## config.mk

```make
export PLATFORM = sky130hd
export DESIGN_NAME = sync_serial_xcvr
export DESIGN_NICKNAME = d
export VERILOG_FILES = /design/src/rtl/sxc_pkg.sv /design/src/rtl/sxc_clk_div.sv /design/src/rtl/sxc_shift_engine.sv /design/src/rtl/sxc_host_regs.sv /design/src/rtl/sync_serial_xcvr.sv
export SDC_FILE = /design/constraint.sdc
export NUM_CORES = 1
export LEC_CHECK = 0
export ABC_AREA = 0
export BUFFER_PORTS_ARGS = -buffer_cell sky130_fd_sc_hd__buf_2
export CORE_MARGIN = 2
export CORE_UTILIZATION = 58
export CTS_BUF_LIST = sky130_fd_sc_hd__clkbuf_4 sky130_fd_sc_hd__clkbuf_8 sky130_fd_sc_hd__clkbuf_16
export DETAILED_ROUTE_END_ITERATION = 12
export PLACE_DENSITY = 0.89
export SLEW_MARGIN = 20
export SYNTH_ARGS = -nofsm -noshare
export SYNTH_HDL_FRONTEND = slang
export SYNTH_SLANG_ARGS = --single-unit
```

## constraint.sdc

```tcl
create_clock -name clk -period 2.5 [get_ports clk]
set_clock_uncertainty 0.2 [all_clocks]
set_input_delay 0.125 -clock clk [delete_from_list [all_inputs] [get_ports clk]]
set_output_delay 0.125 -clock clk [all_outputs]
set_load 0.02 [all_outputs]
```

## src/rtl/sxc_pkg.sv

```systemverilog
package sxc_pkg;
  typedef enum logic [1:0] {
    REG_CTRL = 2'd0,
    REG_STAT = 2'd1,
    REG_TXD  = 2'd2,
    REG_RXD  = 2'd3
  } reg_sel_e;

  localparam int unsigned CTL_TX = 0;
  localparam int unsigned CTL_RX = 1;
  localparam int unsigned ST_TXE = 0;
  localparam int unsigned ST_RXF = 1;
  localparam int unsigned ST_OVR = 2;
  localparam int unsigned N_FLAGS = 3;
endpackage

```

## src/rtl/sxc_clk_div.sv

```systemverilog
module sxc_clk_div #(
  parameter int unsigned DIV_HALF = 4
) (
  input  logic clk,
  input  logic rst_n,
  input  logic run,
  output logic tick
);
  localparam int unsigned CW = (DIV_HALF > 1) ? $clog2(DIV_HALF) : 1;
  localparam logic [CW-1:0] LAST = CW'(DIV_HALF - 1);

  logic [CW-1:0] cnt_q;

  always_comb tick = run && (cnt_q == LAST);

  always_ff @(posedge clk or negedge rst_n) begin
    if (!rst_n)              cnt_q <= '0;
    else if (!run || tick)   cnt_q <= '0;
    else                     cnt_q <= cnt_q + 1'b1;
  end
endmodule

```

## src/rtl/sxc_shift_engine.sv

```systemverilog
module sxc_shift_engine #(
  parameter int unsigned DATA_W   = 8,
  parameter int unsigned DIV_HALF = 4
) (
  input  logic              clk,
  input  logic              rst_n,
  input  logic              tx_en,
  input  logic              rx_en,
  input  logic              ovr,
  input  logic              txe,
  input  logic [DATA_W-1:0] tdr,
  input  logic              rxd,
  output logic              load_tx,
  output logic              rx_done,
  output logic [DATA_W-1:0] rx_byte,
  output logic              sclk,
  output logic              txd,
  output logic              busy
);
  localparam int unsigned BW = (DATA_W > 1) ? $clog2(DATA_W) : 1;
  localparam logic [BW-1:0] LAST_BIT = BW'(DATA_W - 1);

  logic [DATA_W-1:0] tx_sh, rx_sh;
  logic [BW-1:0]     bit_idx;
  logic              high_ph, frm_tx, frm_rx, tick, start, last;

  sxc_clk_div #(.DIV_HALF(DIV_HALF)) u_div (
    .clk  (clk),
    .rst_n(rst_n),
    .run  (busy),
    .tick (tick)
  );

  always_comb begin
    start   = !busy && !ovr && ((tx_en && !txe) || (rx_en && !tx_en));
    load_tx = start && tx_en && !txe;
    last    = busy && tick && high_ph && (bit_idx == LAST_BIT);
    rx_done = last && frm_rx;
    rx_byte = rx_sh;
    txd     = frm_tx ? tx_sh[0] : 1'b1;
  end

  always_ff @(posedge clk or negedge rst_n) begin
    if (!rst_n) begin
      busy    <= 1'b0;
      sclk    <= 1'b1;
      high_ph <= 1'b0;
      bit_idx <= '0;
      tx_sh   <= '0;
      rx_sh   <= '0;
      frm_tx  <= 1'b0;
      frm_rx  <= 1'b0;
    end else if (start) begin
      busy    <= 1'b1;
      sclk    <= 1'b0;
      high_ph <= 1'b0;
      bit_idx <= '0;
      frm_tx  <= load_tx;
      frm_rx  <= rx_en;
      if (load_tx) tx_sh <= tdr;
    end else if (busy && tick) begin
      if (!high_ph) begin
        sclk    <= 1'b1;
        high_ph <= 1'b1;
        rx_sh   <= {rxd, rx_sh[DATA_W-1:1]};
      end else if (bit_idx == LAST_BIT) begin
        busy    <= 1'b0;
        high_ph <= 1'b0;
        frm_tx  <= 1'b0;
      end else begin
        sclk    <= 1'b0;
        high_ph <= 1'b0;
        bit_idx <= bit_idx + 1'b1;
        tx_sh   <= tx_sh >> 1;
      end
    end
  end
endmodule

```

## src/rtl/sxc_host_regs.sv

```systemverilog
module sxc_host_regs
  import sxc_pkg::*;
#(
  parameter int unsigned DATA_W = 8
) (
  input  logic               clk,
  input  logic               rst_n,
  input  logic               host_rd,
  input  logic               host_wr,
  input  logic [1:0]         host_addr,
  input  logic [DATA_W-1:0]  host_wdata,
  input  logic               xfer_ack,
  output logic [DATA_W-1:0]  host_rdata,
  input  logic               load_tx,
  input  logic               rx_done,
  input  logic [DATA_W-1:0]  rx_byte,
  output logic               tx_en,
  output logic               rx_en,
  output logic [DATA_W-1:0]  tdr,
  output logic [N_FLAGS-1:0] flags,
  output logic               txe_irq,
  output logic               rxf_irq
);
  logic [1:0]         ctrl_q, ctrl_d;
  logic [N_FLAGS-1:0] fl_q, fl_d, arm_q, arm_d;
  logic [DATA_W-1:0]  tdr_q, tdr_d, rdr_q, rdr_d;
  logic               wr_ctrl, wr_stat, wr_tx, rd_stat, rd_rx;

  always_comb begin
    wr_ctrl = host_wr && (host_addr == REG_CTRL);
    wr_stat = host_wr && (host_addr == REG_STAT);
    wr_tx   = host_wr && (host_addr == REG_TXD);
    rd_stat = host_rd && (host_addr == REG_STAT);
    rd_rx   = host_rd && (host_addr == REG_RXD);
  end

  always_comb begin
    ctrl_d = ctrl_q;
    if (wr_ctrl) begin
      for (int i = 0; i < 2; i++)
        ctrl_d[i] = host_wdata[i] & (ctrl_q[i] | ~ctrl_q[1-i]);
    end

    fl_d  = fl_q;
    tdr_d = tdr_q;
    rdr_d = rdr_q;
    if (wr_stat) begin
      for (int f = 0; f < N_FLAGS; f++)
        if (arm_q[f] && !host_wdata[f]) fl_d[f] = 1'b0;
    end
    if (wr_tx) begin
      tdr_d = host_wdata;
      if (xfer_ack) fl_d[ST_TXE] = 1'b0;
    end
    if (rd_rx && xfer_ack) fl_d[ST_RXF] = 1'b0;
    if (load_tx) fl_d[ST_TXE] = 1'b1;
    if (rx_done) begin
      if (fl_d[ST_RXF]) fl_d[ST_OVR] = 1'b1;
      else begin
        fl_d[ST_RXF] = 1'b1;
        rdr_d        = rx_byte;
      end
    end
    if (!ctrl_d[CTL_TX]) fl_d[ST_TXE] = 1'b1;

    arm_d = (rd_stat ? (arm_q | fl_q) : arm_q) & fl_d;
  end

  always_ff @(posedge clk or negedge rst_n) begin
    if (!rst_n) begin
      ctrl_q  <= '0;
      fl_q    <= N_FLAGS'(1) << ST_TXE;
      arm_q   <= '0;
      tdr_q   <= '0;
      rdr_q   <= '0;
      txe_irq <= 1'b0;
      rxf_irq <= 1'b0;
    end else begin
      ctrl_q  <= ctrl_d;
      fl_q    <= fl_d;
      arm_q   <= arm_d;
      tdr_q   <= tdr_d;
      rdr_q   <= rdr_d;
      txe_irq <= fl_d[ST_TXE] & ~fl_q[ST_TXE];
      rxf_irq <= fl_d[ST_RXF] & ~fl_q[ST_RXF];
    end
  end

  always_comb begin
    host_rdata = '0;
    if (host_rd) begin
      unique case (host_addr)
        REG_CTRL: host_rdata = DATA_W'(ctrl_q);
        REG_STAT: host_rdata = DATA_W'(fl_q);
        REG_TXD:  host_rdata = tdr_q;
        default:  host_rdata = rdr_q;
      endcase
    end
    tx_en = ctrl_q[CTL_TX];
    rx_en = ctrl_q[CTL_RX];
    tdr   = tdr_q;
    flags = fl_q;
  end
endmodule

```

## src/rtl/sync_serial_xcvr.sv

```systemverilog
module sync_serial_xcvr
  import sxc_pkg::*;
#(
  parameter int unsigned DATA_W   = 8,
  parameter int unsigned DIV_HALF = 4
) (
  input  logic              clk,
  input  logic              rst_n,
  input  logic              host_rd,
  input  logic              host_wr,
  input  logic [1:0]        host_addr,
  input  logic [DATA_W-1:0] host_wdata,
  output logic [DATA_W-1:0] host_rdata,
  input  logic              xfer_ack,
  output logic              sclk_o,
  output logic              txd_o,
  input  logic              rxd_i,
  output logic              txe_irq_o,
  output logic              rxf_irq_o
);
  logic               tx_en, rx_en, load_tx, rx_done, busy;
  logic [DATA_W-1:0]  tdr, rx_byte;
  logic [N_FLAGS-1:0] flags;

  sxc_host_regs #(.DATA_W(DATA_W)) u_regs (
    .clk       (clk),
    .rst_n     (rst_n),
    .host_rd   (host_rd),
    .host_wr   (host_wr),
    .host_addr (host_addr),
    .host_wdata(host_wdata),
    .xfer_ack  (xfer_ack),
    .host_rdata(host_rdata),
    .load_tx   (load_tx),
    .rx_done   (rx_done),
    .rx_byte   (rx_byte),
    .tx_en     (tx_en),
    .rx_en     (rx_en),
    .tdr       (tdr),
    .flags     (flags),
    .txe_irq   (txe_irq_o),
    .rxf_irq   (rxf_irq_o)
  );

  sxc_shift_engine #(.DATA_W(DATA_W), .DIV_HALF(DIV_HALF)) u_engine (
    .clk    (clk),
    .rst_n  (rst_n),
    .tx_en  (tx_en),
    .rx_en  (rx_en),
    .ovr    (flags[ST_OVR]),
    .txe    (flags[ST_TXE]),
    .tdr    (tdr),
    .rxd    (rxd_i),
    .load_tx(load_tx),
    .rx_done(rx_done),
    .rx_byte(rx_byte),
    .sclk   (sclk_o),
    .txd    (txd_o),
    .busy   (busy)
  );
endmodule

```

==> results.md <==
| Parameter | This run | Unit |
| --- | --- | --- |
| Core box area | 0.00438 | sq mm |
| Transition time at the pin with the least slew margin | 737 | ps |
| Count of mapped cells out of synthesis | 236 | - |
| Post-Syn Nets | 255 | - |
| Proportion of synthesized chip area in sequential cells | 0.493 | - |
| Overall die area | 0.00511 | sq mm |
| Hold endpoint | u_regs.flags[0] | - |
| Avg Cell Area, Syn | 11.2 | sq um |
| CP max FO | 7 | - |
| Critical Path, Cell by Cell | ha_1 -> ha_1 -> nand4b_1 -> buf_4 -> a32oi_1 -> a2bb2oi_1 | - |
| Leakage power total | 1.28 | nW |
| I/O pin total | 28 | - |
| Height of the chip | 71.5 | um |
| Remaining max-slew budget at the tightest pin | 0.507 | - |
| Antenna violations before repair | 0 | - |
| Delay of the slowest critical-path stage | 400 | ps |
| Number of global-route vias before repair | 1959 | - |
| Number of synthesized flops with an enable pin | 0 | - |
| Internal power contribution | 1.69 | mW |
| Worst hold path cell count | 4 | - |
| Yosys synthesis warning count | 0 | - |
| Initial Utilization | 0.603 | - |
| Total count of hold-check failures in the final report | 0 | - |
| Fraction of met3 tracks used by global routing | 0.0464 | - |
| TritonCTS clock tree | done | - |
| Final-report setup violation count | 0 | - |
| Number of filler cells placed in the layout | 322 | - |
| Global-route wire length before repair | 9450 | um |
| Largest net degree at the start of global routing | 26 | - |
| Data arrival, critical path | 2030 | ps |
| End of the worst register-to-register path | u_engine.tx_sh[1] | - |
| Maximum level of the CTS H-tree | 2 | - |
| Power density normalized to cell area | 852 | mW/mm^2 |
| Crit share post-route | 0.817 | - |
| Global placement routability congestion | 0.797 | - |
| PnR Total Power | 2.56 | mW |
| Startpoint of the worst-slack reg-to-reg timing path | u_engine.bit_idx[0] | - |
| Unique masters post-synth | 41 | - |
| Utilization after layout | 0.686 | - |
| Count of nets left with antenna violations after detail routing | 0 | - |
| Number of placed cells counting well taps | 301 | - |
| Total inserted antenna cells | 0 | - |
| Top cell by count, worst path | sky130_fd_sc_hd__ha_1 | - |
| Routing layer with the top usage in global route | met2 | - |
| Skew-Pair Late Insertion Delay | 300 | ps |
| Proportion of power drawn by combinational gates | 0.304 | - |
| Number of standard cells in the final layout excluding fillers | 324 | - |
| Iter 0 DRT Violations | 175 | - |
| Total Wirelength | 5700 | um |
| Type of element launching the critical path | flop | - |
| Endpoint type of the worst setup path | flop | - |
| Floorplan die width | 71.5 | um |
| Area growth, synth to finish | 13.7 | % |
| Setup slack, reg-to-reg | 460 | ps |
| #FFs+latches synth | 52 | - |
| Start-to-end type of the worst setup path | reg -> reg | - |
| Run status | finished clean | - |
| R2r worst-path depth | 6 | - |
| Net switching power figure | 0.868 | mW |
| Final sum of negative setup slack | 0 | ps |
| Global routing usage summed across all routing layers | 0.240 | - |
| HP Class | in -> reg | - |
| Start point of the worst min-delay path | host_wr | - |
| RSZ-0062 raised after global routing | false | - |
| Number of CTS-inserted buffers | 5 | - |
| Final critical path time including I/O delays and setup | 2040 | ps |
| Max Root-Sink Buffers | 2 | - |
| Required time of the critical path | 2490 | ps |
| Relative contribution of the clock network to total power | 0.186 | - |
| Site Rows | 24 | - |
| Cell chosen for the clock root | sky130_fd_sc_hd__clkbuf_8 | - |
| Clock transition time at the flip-flop clock pins of the worst setup and hold paths | 90 | ps |
| Max-capacitance violation count | 0 | - |
| Netlist Area Pre-Place | 0.00264 | sq mm |
| Routed vias | 2090 | - |
| Achievable frequency | 490 | MHz |
| Global-route met2 utilization | 0.353 | - |
| Number of pins exceeding their max-slew limit in the final report | 0 | - |
| Net Sw Frac | 0.339 | - |
| Num Clock Sinks | 52 | - |
| Commonest register cell after synthesis | sky130_fd_sc_hd__dfrtp_1 | - |
| Proportion of layout cells with a drive suffix above 1 | 0.254 | - |
| DRC errors left | 0 | - |
| Met1 Resource Use GR | 0.352 | - |
| Total global routing overflow | 0 | - |
| Avg WL per Cell | 17.6 | um |
| Sequential power share | 0.510 | - |
| Net count of the finished layout | 290 | - |
| Dpl hpwl | 3870 | um |
| Share of async-settable or async-resettable flops after synthesis | 1.00 | - |
| Count of input and output buffers | 27 | - |
| DRT Pass-1 Iters | 5 | - |
| CP max stage cell | sky130_fd_sc_hd__dfrtp_1 | - |
| Vias per Instance | 6.45 | - |
| Maximum vdd ir drop | 0.649 | mV |
==> power groups by stage <==
stage               sequential [mW]  combinational, mW  clock [mW]
floorplan                      1.23              0.634           0
global placement               1.30              0.717           0
detailed placement             1.31              0.749           0
CTS                            1.30              0.760       0.489
global route                   1.35              0.870       0.520
finish                         1.31              0.780       0.477
==> cells in the final DEF, fill, tap and decap left out, drive strengths merged, types with 3 or more instances in the layout <==
cell	netlist	final
dfrtp	50	50
buf	8	34
mux2	16	16
o21ai	13	13
nand2	12	12
dlygate4sd3	0	11
nand3	10	10
o211ai	9	9
nor2	9	9
nor3b	8	8
o31ai	8	8
o2111ai	8	8
a21oi	7	7
mux2i	7	7
a32oi	7	7
a2bb2oi	7	7
clkbuf	9	7
inv	6	6
and2	4	4
nand2b	3	3
o22a	3	3
o311ai	3	3
or2	3	3
ha	3	3
==> final cells by class <==
cell class | count | area, sq um | area share
repair buffers | 45 | 298 | 0.0990
clock buffers | 7 | 83.8 | 0.0279
well taps | 52 | 65.1 | 0.0216
clock inverters | 1 | 5.00 | 0.00166
inverters | 6 | 22.5 | 0.00749
flip-flops and latches | 52 | 1300 | 0.434
multi-input cells | 161 | 1230 | 0.409
==> routing by layer <==
layer	wire, um	part of all wire
met5	0	0
met4	84	0.015
met3	369	0.065
met2	2700	0.47
met1	2550	0.45
==> how the worst max path moves through the flow <==
stage / startpoint / end / slack, ps
5_1_grt: u_engine.bit_idx[0] / u_engine.bit_idx[0] / 300
3_5_place_dp: u_engine.bit_idx[0] / u_engine.tx_sh[0] / 200
6_report: u_engine.bit_idx[0] / u_engine.tx_sh[1] / 460
3_3_place_gp: u_engine.bit_idx[0] / u_engine.tx_sh[2] / 290
4_1_cts: u_engine.bit_idx[0] / u_engine.tx_sh[0] / 180
2_1_floorplan: u_engine.bit_idx[0] / u_engine.bit_idx[0] / 660
==> state kept, by name, indices dropped and copies added (netlist names) <==
signal / count
u_engine.bit_idx: 3
u_engine.busy: 1
u_engine.frm_rx: 1
u_engine.frm_tx: 1
u_engine.high_ph: 1
u_engine.rx_byte: 8
u_engine.sclk: 1
u_engine.tx_sh: 8
u_engine.u_div.cnt_q: 2
u_regs.arm_q: 3
u_regs.ctrl_q: 2
u_regs.flags: 3
u_regs.rdr_q: 8
u_regs.rxf_irq: 1
u_regs.tdr: 8
u_regs.txe_irq: 1
==> stage by stage <==
stage               hold WS [ps]  setup slack (ps)  cell area (sq um)
finish                      27.5               458               3010
CTS                         31.1               176               2980
global placement           -46.0               287               2780
floorplan                   -371               664               2640
global route                87.0               305               3010
detailed placement         -47.7               197               2780
==> worst max-delay path, delay by kind of cell (launching register included) <==
family | cells | cell delay, ps
buffers and inverters | 1 | 270
adder cells (fa/ha/maj) | 2 | 440
AO/OA/AOI/OAI | 2 | 260
AND/OR/NAND/NOR | 1 | 360
flip-flops | 1 | 400
==> cell usage after synthesis (all sizes together) (8+ instances only) <==
master | count | area (sq um)
clkbuf | 9 | 33.8
o21ai | 13 | 65.1
mux2 | 16 | 180
nand3 | 10 | 50.1
o31ai | 8 | 60.1
nor3b | 8 | 60.1
dfrtp | 50 | 1250
buf | 8 | 55.1
nand2 | 12 | 45.0
o211ai | 9 | 67.6
nor2 | 9 | 33.8
o2111ai | 8 | 70.1
==> cell families (layout without fill, tap and decap cells) <==
| family | after synthesis | count (layout) | synth area share |
|---|---|---|---|
| fa+ha+maj | 3 | 3 | 0.0142 |
| buf+inv | 23 | 59 | 0.0421 |
| flops | 52 | 52 | 0.493 |
| mux | 25 | 25 | 0.112 |
| simple gates | 62 | 62 | 0.141 |
| compound gates | 71 | 71 | 0.198 |
==> timing repair <==
action                                  CTS  global route
resized for setup                         0             0
hold endpoints to repair                 36             0
hold buffers                             11             0
endpoints found under the setup margin    0             7
buffers inserted                          0             4
Note: power is estimated with default switching activity, not from simulation.
